**config.mk**
```make
export PLATFORM = sky130hd
export DESIGN_NAME = rtc_window
export DESIGN_NICKNAME = d
export VERILOG_FILES = /design/src/rtl/rtc_pkg.sv /design/src/rtl/rtc_time_core.sv /design/src/rtl/rtc_shadow_regs.sv /design/src/rtl/rtc_window.sv
export SDC_FILE = /design/constraint.sdc
export NUM_CORES = 1
export LEC_CHECK = 0
export CAP_MARGIN = 10
export CORE_UTILIZATION = 35
export CTS_CLUSTER_SIZE = 40
export DETAILED_ROUTE_END_ITERATION = 16
export GPL_TIMING_DRIVEN = 0
export PLACE_DENSITY = 0.64
export SETUP_SLACK_MARGIN = 0.02
export SLEW_MARGIN = 5
export SYNTH_ARGS = -nofsm -noshare
export SYNTH_HDL_FRONTEND = slang
export SYNTH_HIERARCHICAL = 1
export SYNTH_SLANG_ARGS = --single-unit
export TNS_END_PERCENT = 10
```
**constraint.sdc**
```tcl
create_clock -name clk -period 3.9 [get_ports clk]
set_input_delay 1.17 -clock clk [delete_from_list [all_inputs] [get_ports clk]]
set_output_delay 1.17 -clock clk [all_outputs]
set_load 0.1 [all_outputs]
```
**src/rtl/rtc_pkg.sv**
```systemverilog
// Shared types and BCD helpers for the timekeeper window.
// Assumes all time fields hold valid BCD.
package rtc_pkg;
    localparam int OFS_W = 3;

    typedef struct packed {
        logic [7:0] sec;    // [7] stop flag
        logic [7:0] min;
        logic [7:0] hour;
        logic [7:0] day;    // [6] frequency-test enable, [2:0] day of week
        logic [7:0] date;
        logic [7:0] month;
        logic [7:0] year;
    } rtc_time_t;

    localparam rtc_time_t TIME_RESET = '{sec: 8'h80, min: 8'h00, hour: 8'h00,
                                         day: 8'h01, date: 8'h01, month: 8'h01,
                                         year: 8'h00};

    // Add one to a two-digit BCD value.
    function automatic logic [7:0] bcd_inc(input logic [7:0] v);
        if (v[3:0] == 4'd9) return {v[7:4] + 4'd1, 4'd0};
        return {v[7:4], v[3:0] + 4'd1};
    endfunction

    // BCD year divisible by 4: (10t + u) mod 4 == (2t + u) mod 4.
    function automatic logic is_leap(input logic [7:0] y);
        logic [4:0] s;
        s = {y[7:4], 1'b0} + {1'b0, y[3:0]};
        return s[1:0] == 2'd0;
    endfunction

    // Last date of a BCD month in a BCD year.
    function automatic logic [7:0] month_last(input logic [7:0] mo, input logic [7:0] y);
        case (mo)
            8'h02:                      return is_leap(y) ? 8'h29 : 8'h28;
            8'h04, 8'h06, 8'h09, 8'h11: return 8'h30;
            default:                    return 8'h31;
        endcase
    endfunction

    // Implemented bits of each window byte.
    function automatic logic [7:0] byte_mask(input logic [OFS_W-1:0] o);
        case (o)
            3'd2:    return 8'h7F;
            3'd3:    return 8'h3F;
            3'd4:    return 8'h47;
            3'd5:    return 8'h3F;
            3'd6:    return 8'h1F;
            default: return 8'hFF;
        endcase
    endfunction
endpackage

```
**src/rtl/rtc_time_core.sv**
```systemverilog
// Real time counters. They advance on each strobe unless the stop flag is set.
// A load from the shadow takes priority over a strobe in the same cycle.
module rtc_time_core
    import rtc_pkg::*;
(
    input  logic      clk,
    input  logic      rst_n,
    input  logic      tick,
    input  logic      load,
    input  rtc_time_t load_val,
    output rtc_time_t cnt
);
    rtc_time_t nxt;
    logic c_min, c_hr, c_day, c_mon, c_yr;

    // Compute the time one second later, carrying through every field.
    always_comb begin
        nxt   = cnt;
        c_min = cnt.sec[6:0] == 7'h59;
        c_hr  = c_min && (cnt.min == 8'h59);
        c_day = c_hr && (cnt.hour == 8'h23);
        c_mon = c_day && (cnt.date == month_last(cnt.month, cnt.year));
        c_yr  = c_mon && (cnt.month == 8'h12);
        nxt.sec = c_min ? 8'h00 : bcd_inc(cnt.sec);
        if (c_min) nxt.min  = c_hr  ? 8'h00 : bcd_inc(cnt.min);
        if (c_hr)  nxt.hour = c_day ? 8'h00 : bcd_inc(cnt.hour);
        if (c_day) begin
            nxt.day[2:0] = (cnt.day[2:0] == 3'd7) ? 3'd1 : cnt.day[2:0] + 3'd1;
            nxt.date     = c_mon ? 8'h01 : bcd_inc(cnt.date);
        end
        if (c_mon) nxt.month = c_yr ? 8'h01 : bcd_inc(cnt.month);
        if (c_yr)  nxt.year  = (cnt.year == 8'h99) ? 8'h00 : bcd_inc(cnt.year);
    end

    // Counter register: reset, load from the shadow, or advance one second.
    always_ff @(posedge clk) begin
        if (!rst_n)                  cnt <= TIME_RESET;
        else if (load)               cnt <= load_val;
        else if (tick && !cnt.sec[7]) cnt <= nxt;
    end
endmodule

```
**src/rtl/rtc_shadow_regs.sv**
```systemverilog
// Bus-visible shadow bytes and control byte. The shadow is refreshed from the
// counters in the cycle after each strobe unless a halt bit is set. Clearing the
// write-halt bit raises load for one cycle.
module rtc_shadow_regs
    import rtc_pkg::*;
(
    input  logic             clk,
    input  logic             rst_n,
    input  logic             tick,
    input  logic             wr,
    input  logic [OFS_W-1:0] ofs,
    input  logic [7:0]       wdata,
    input  rtc_time_t        cnt,
    output rtc_time_t        vis,
    output logic [7:0]       ctrl,
    output logic             load
);
    logic       tick_d;
    logic       copy;
    logic [7:0] wm;

    assign copy = tick_d && !ctrl[7] && !ctrl[6];
    assign load = wr && (ofs == '0) && ctrl[7] && !wdata[7];
    assign wm   = wdata & byte_mask(ofs);

    // Delay the strobe so the refresh sees the counters after they advance.
    always_ff @(posedge clk) begin
        if (!rst_n) tick_d <= 1'b0;
        else        tick_d <= tick;
    end

    // Control byte: written directly from the bus.
    always_ff @(posedge clk) begin
        if (!rst_n)                    ctrl <= 8'h00;
        else if (wr && (ofs == '0))    ctrl <= wdata;
    end

    // Shadow bytes: a whole-set refresh wins over a bus write to a single byte.
    always_ff @(posedge clk) begin
        if (!rst_n) vis <= TIME_RESET;
        else if (copy) vis <= cnt;
        else if (wr) begin
            case (ofs)
                3'd1:    vis.sec   <= wm;
                3'd2:    vis.min   <= wm;
                3'd3:    vis.hour  <= wm;
                3'd4:    vis.day   <= wm;
                3'd5:    vis.date  <= wm;
                3'd6:    vis.month <= wm;
                3'd7:    vis.year  <= wm;
                default: ;
            endcase
        end
    end
endmodule

```
**src/rtl/rtc_window.sv**
```systemverilog
// Top of the timekeeper window: decodes the top eight addresses, muxes the read
// data and ties the shadow to the counters. Assumes one write per cycle at most.
module rtc_window
    import rtc_pkg::*;
#(
    parameter int ADDR_W = 13
) (
    input  logic              clk,
    input  logic              rst_n,
    input  logic              tick_1hz,
    input  logic [ADDR_W-1:0] addr,
    input  logic              wr_en,
    input  logic [7:0]        wdata,
    output logic [7:0]        rdata,
    output logic              win_hit,
    output logic              freq_test_en
);
    localparam int BASE_W = ADDR_W - OFS_W;

    logic [OFS_W-1:0] ofs;
    logic             wr_hit;
    logic             shadow_load;
    logic [7:0]       ctrl_byte;
    logic [7:0]       sel;
    rtc_time_t        cnt_time;
    rtc_time_t        vis_time;

    assign ofs          = addr[OFS_W-1:0];
    assign win_hit      = &addr[ADDR_W-1:ADDR_W-BASE_W];
    assign wr_hit       = wr_en && win_hit;
    assign freq_test_en = cnt_time.day[6];

    rtc_shadow_regs u_shadow (
        .clk   (clk),
        .rst_n (rst_n),
        .tick  (tick_1hz),
        .wr    (wr_hit),
        .ofs   (ofs),
        .wdata (wdata),
        .cnt   (cnt_time),
        .vis   (vis_time),
        .ctrl  (ctrl_byte),
        .load  (shadow_load)
    );

    rtc_time_core u_core (
        .clk      (clk),
        .rst_n    (rst_n),
        .tick     (tick_1hz),
        .load     (shadow_load),
        .load_val (vis_time),
        .cnt      (cnt_time)
    );

    // Read mux over the eight window bytes.
    always_comb begin
        case (ofs)
            3'd0:    sel = ctrl_byte;
            3'd1:    sel = vis_time.sec;
            3'd2:    sel = vis_time.min;
            3'd3:    sel = vis_time.hour;
            3'd4:    sel = vis_time.day;
            3'd5:    sel = vis_time.date;
            3'd6:    sel = vis_time.month;
            default: sel = vis_time.year;
        endcase
        rdata = win_hit ? sel : 8'h00;
    end
endmodule

```
---- After elaboration in Yosys (flattened, before gate mapping) ----
Cells that the tools add are included.
storage, ports and cells
  register bits after elaboration ......... 121
  output and inout port bits .............. 10
  logic and storage cells ................. 172
cells by class
  $add $sub $neg .......................... 14
  equality and inequality tests ........... 25
  muxes and demuxes ....................... 51
  bitwise operators ....................... 1
  reductions and logical operators ........ 58
operators by type and width
  operator               number
  $mux W8                30
  $mux W56               4
  $pmux W8 S7            1
  $add A4 B1 Y4 const B  12
  $pmux W8 S4            1
  $reduce_bool A2 Y1     14
  $reduce_and A2 Y1      13
  $eq A4 B4 Y1 const B   6
  $reduce_bool A3 Y1     6
  $eq A8 B3 Y1 const B   2
  $eq A8 B5 Y1 const B   2
  $pmux W8 S2            1
  $eq A3 B3 Y1 const B   5
  $reduce_and A3 Y1      5
  $mux W1                12
  $logic_and A1 B1 Y1    11
  $mux W11               1
  $reduce_and A10 Y1     1
  $and A8 B8 Y8          1
  $eq A8 B2 Y1 const B   1
  $eq A8 B4 Y1 const B   1
  $eq A8 B6 Y1 const B   1
  $eq A8 B7 Y1 const B   1
  $eq A8 B8 Y1           1
  other kinds (12)       16

---- Longest topological paths before layout ----
  depth in word-level cells ............... 13
  gate-level depth with buffers ........... 13
  depth with buffers taken out ............ 12

---- By module ----
The synthesis kept the hierarchy.
by module, submodules not included
  module           times used  cells an instance  area each (µm²)  seq. area each (µm²)
  rtc_time_core    1           454                3547.2           1121.1
  rtc_shadow_regs  1           320                2801.4           1301.2
  rtc_window       1           98                 673.1            0.0

---- Least setup slack after synthesis ----
Ideal clock, no wire load.
  path kind ............................... input -> output
  start ................................... input port addr[11]
  end ..................................... output port rdata[6]
  data arrival time ....................... 4.449 ns
  required time ........................... 2.730 ns
  path slack .............................. -1.719 ns
  stages .................................. 4
  buffers on the path ..................... 0
  cell sequence ........................... nand4_1 nor3_2 o21ai_0 a21oi_1
between the ends
  cells in the longest elaborated chain, start to end .. 2
RTL lines
  element             RTL line          text
  from (decl)         rtc_window.sv:11  input logic [ADDR_W-1:0] addr,
  $reduce_and A10 Y1  rtc_window.sv:29  assign win_hit = &addr[ADDR_W-1:ADDR_W-BASE_W];
  net win_hit         rtc_window.sv:15  output logic win_hit,
  $mux W8             rtc_window.sv:67  rdata = win_hit ? sel : 8'h00;
  to (decl)           rtc_window.sv:14  output logic [7:0] rdata,
The timed path passes the listed nets, and every way through them passes these cells.

---- Final worst setup path ----
  start ................................... input port addr[1]
  end ..................................... output port rdata[2]
between the ends
  cells in the longest elaborated chain, start to end .. 3
  elaborated cells on any way between the ends .. 9
RTL lines
  element                               RTL line          text
  $eq A3 B3 Y1 (tied with other cells)  rtc_window.sv:57  case (ofs)
  $pmux W8 S7 (*)                       rtc_window.sv:57
  $mux W8 (*)                           rtc_window.sv:67
Mark *: on every way between the ends. The rest lies on a longest branch, timed or not.

==> insert_results.sql <==
INSERT INTO impl_metrics (metric_group, metric, value, unit) VALUES
('pwr', 'power.density', '381.1', 'nW/µm²'),
('final_layout', 'finish.net_count', '981', ''),
('logic_synthesis', 'syn_inst', '872', ''),
('final_layout', 'layout-drive-gt1-share', '16.08', '%'),
('logic_synthesis', 'ys_async_sr_fraction', '0', '%'),
('final_layout', 'fillCellCount', '1936', ''),
('logic_synthesis', 'postSynthRegisterBits', '121', ''),
('timing', 'maxSlewViolCount', '0', ''),
('placed_design', 'place.detailed.hpwl', '18430', 'µm'),
('global_routing', 'grt_use_total', '26.28', '%'),
('hold_path', 'hold-path-cell-count', '2', ''),
('final_layout', 'multi_input_comb_area', '4424', 'µm²'),
('logic_synthesis', 'synth_area_per_cell', '8.052', 'µm²'),
('critical_path', 'r2r-start', 'u_core/cnt[37]', ''),
('logic_synthesis', 'synth_most_common_cell', 'dfxtp_1', ''),
('clocking', 'clockBufferDepth', '2', ''),
('timing', 'unrepaired_setup_endpoints_after_global_routing', 'false', ''),
('logic_synthesis', 'synth_sequential_area_ratio', '34.50', '%'),
('timing', 'tightestPinTransition', '0.9621', 'ns'),
('run_status', 'result_of_the_run', 'completed', ''),
('floorplan', 'die_x', '143.6', 'µm'),
('critical_path', 'worstSetupEndpointType', 'output pin', ''),
('clocking', 'number_of_clock_sinks_seen_by_cts', '121', ''),
('floorplan', 'pin_count', '35', ''),
('clocking', 'worst_setup_hold_path_clk_slew', '0.05', 'ns'),
('routing', 'routed_wl', '26320', 'µm'),
('final_layout', 'finalInstanceArea', '8756', 'µm²'),
('floorplan', 'initial_core_util', '35.84', '%'),
('floorplan', 'row_count', '51', ''),
('routing', 'drc', '0', ''),
('clocking', 'post_cts_hold_buffer_count', '0', ''),
('critical_path', 'rr_worst_depth', '9', ''),
('logic_synthesis', 'synth.top_cells.by_count', 'dfxtp_1 (121), nor2_1 (104), nand2_1 (90)', ''),
('hold_path', 'worstHoldEndpoint', 'u_shadow/ctrl[0]', ''),
('floorplan', 'chipHeight', '143.6', 'µm'),
('placed_design', 'detailedPlace.worstSlack', '-1.226', 'ns'),
('timing', 'finalSetupViolCount', '0', ''),
('timing', 'setup_ws', '0.1761', 'ns'),
('final_layout', 'number_of_antenna_cells_inserted', '0', ''),
('hold_path', 'hold_path.class', 'reg2reg', ''),
('logic_synthesis', 'synth.top_cell.area_share', '34.50', '%'),
('routing', 'routed_via_density', '5.900', ''),
('timing', 'final_clock_skew', '0.006264', 'ns'),
('timing', 'hold_ws', '0.4550', 'ns'),
('logic_synthesis', 'yosys_warnings', '6', ''),
('routing', 'wl_per_cell', '21.75', 'µm'),
('flow_run', 'maxCapViolCount', '0', ''),
('global_routing', 'grt_start_max_net_pins', '17', ''),
('critical_path', 'critical_path_class', 'in2out', ''),
('hold_path', 'hp-start', 'u_shadow/ctrl[0]', ''),
('logic_synthesis', 'edff_count_synth', '0', ''),
('global_routing', 'grt.overflow.total', '0', ''),
('placed_design', 'placed_area', '7802', 'µm²'),
('timing', 'max_freq', '0.2685', 'GHz'),
('global_routing', 'first_global_vias', '6613', ''),
('timing', 'period_share', '95.48', '%'),
('routing', 'post_route_antenna_net_violation_count', '0', ''),
('critical_path', 'reg2reg_to', 'u_core/cnt[8]', ''),
('clocking', 'clockRootBuffer', 'clkbuf_16', ''),
('pwr', 'static_leakage', '3.163', 'nW'),
('clocking', 'clock_latency', '0.43', 'ns'),
('logic_synthesis', 'netlist_area', '7022', 'µm²'),
('logic_synthesis', 'ys_dominant_reg_cell', 'dfxtp_1', ''),
('critical_path', 'worstPathMaxFanout', '10', ''),
('global_routing', 'first_pass_grt_wire_length', '39530', 'µm'),
('critical_path', 'timing.reg2reg.setup_slack', '0.58', 'ns'),
('timing', 'post_layout_min_period', '3.724', 'ns'),
('placed_design', 'count_of_input_and_output_buffers', '31', ''),
('logic_synthesis', 'synth_top_area_cell', 'dfxtp_1', ''),
('floorplan', 'fp.coreArea', '19590', 'µm²'),
('timing', 'maxSlewHeadroom', '35.66', '%');
==> cell usage in the layout (no fill, tap or decap), drive strengths merged, types with 4 or more instances in the layout <==
| master | count |
|---|---|
| dfxtp | 121 |
| nor2 | 107 |
| nand2 | 93 |
| a21oi | 68 |
| buf | 59 |
| o21ai | 58 |
| clkbuf | 51 |
| mux2i | 36 |
| a211oi | 32 |
| a22oi | 30 |
| ha | 24 |
| nand3 | 23 |
| nor3 | 20 |
| inv | 17 |
| a31oi | 14 |
| nand2b | 12 |
| nor3b | 11 |
| o22ai | 10 |
| nor2b | 10 |
| dlymetal6s2s | 10 |
| clkdlybuf4s50 | 9 |
| nand4 | 9 |
| a211o | 9 |
| a311oi | 8 |
| nand3b | 7 |
| or3 | 7 |
| and2 | 7 |
| o31ai | 7 |
| bufinv | 6 |
| xor2 | 6 |
| o211ai | 5 |
| and2b | 4 |
| and3 | 4 |
| clkinv | 4 |
==> worst max path at each step <==
stage | start | end | slack (ns)
after floorplan | addr[11] | rdata[6] | -0.45
after global placement | addr[1] | rdata[1] | -1.21
after detailed placement | addr[1] | rdata[3] | -1.23
after CTS | addr[1] | rdata[7] | 0.003
after global routing | addr[1] | rdata[2] | 0.10
final | addr[1] | rdata[2] | 0.18
==> sequential cells by signal, summed over array words and instances, names as in the netlist <==
signal,flops
u_shadow/tick_d,1
u_shadow/vis,56
u_core/cnt,56
u_shadow/ctrl,8
==> power by group <==
group,internal [mW],leakage [nW],total [mW],switching (mW)
clock,1.23,0.322,1.82,0.591
combinational,0.0804,1.86,0.238,0.158
sequential,1.25,0.979,1.28,0.0225
total,2.57,3.16,3.34,0.771
==> worst max-delay path: stages <==
cell	delay [ns]
buf_2	0.18
buf_8	0.18
buf_6	0.18
nand3_2	0.26
o21ai_1	0.31
nor2_4	0.08
buf_6	0.19
==> cell families (layout without fill, tap and decap cells) <==
family                     after synthesis  in the layout  synth area share (%)
DFF                                    121            121                 34.50
adders and majority gates               24             24                 4.277
buffers and inverters                   83            156                 5.684
xor gates and xnor gates                 6              6                0.7484
muxes                                   37             37                 5.292
and+or+nand+nor                        334            334                 24.32
AOI/OAI and AO/OA                      267            267                 25.18
==> routing by layer <==
layer	GRT usage, %	up-vias	wire length, µm	share of wire [%]
met2	37.71	369	11360	43
met4	13.89	0	1014	3.9
met1	35.43	3383	11600	44
met5	0	-	0	0
li1	-	3309	-	-
met3	7.331	78	2349	8.9
==> layout make-up <==
type                       instances  share of cell area, %
multi-input combinational        668                  50.53
sequential                       121                  27.67
clock buffer                      24                  5.387
timing repair buffer              41                  5.216
buffer                            64                  4.373
tap                              265                  3.787
clock inverter                     8                  2.172
inverter                          19                 0.8717
==> per-stage QoR <==
stage               power [mW]  utilization (%)  TNS (ns)  std cells
floorplan                1.427                -    -18.51        872
global placement         1.526            39.83    -43.81       1168
detailed placement       1.526            39.83    -45.49       1168
CTS                      3.335            43.71         0       1203
global route             3.423            44.70         0       1210
finish                   3.337            44.70         0       1210
==> timing repair <==
item	4_1_cts	5_1_grt
cloned	0	1
setup endpoints to repair	53	35
pin swaps	3	10
setup buffers	3	6
resized for setup	78	61
(Power assumes the default switching activity.)
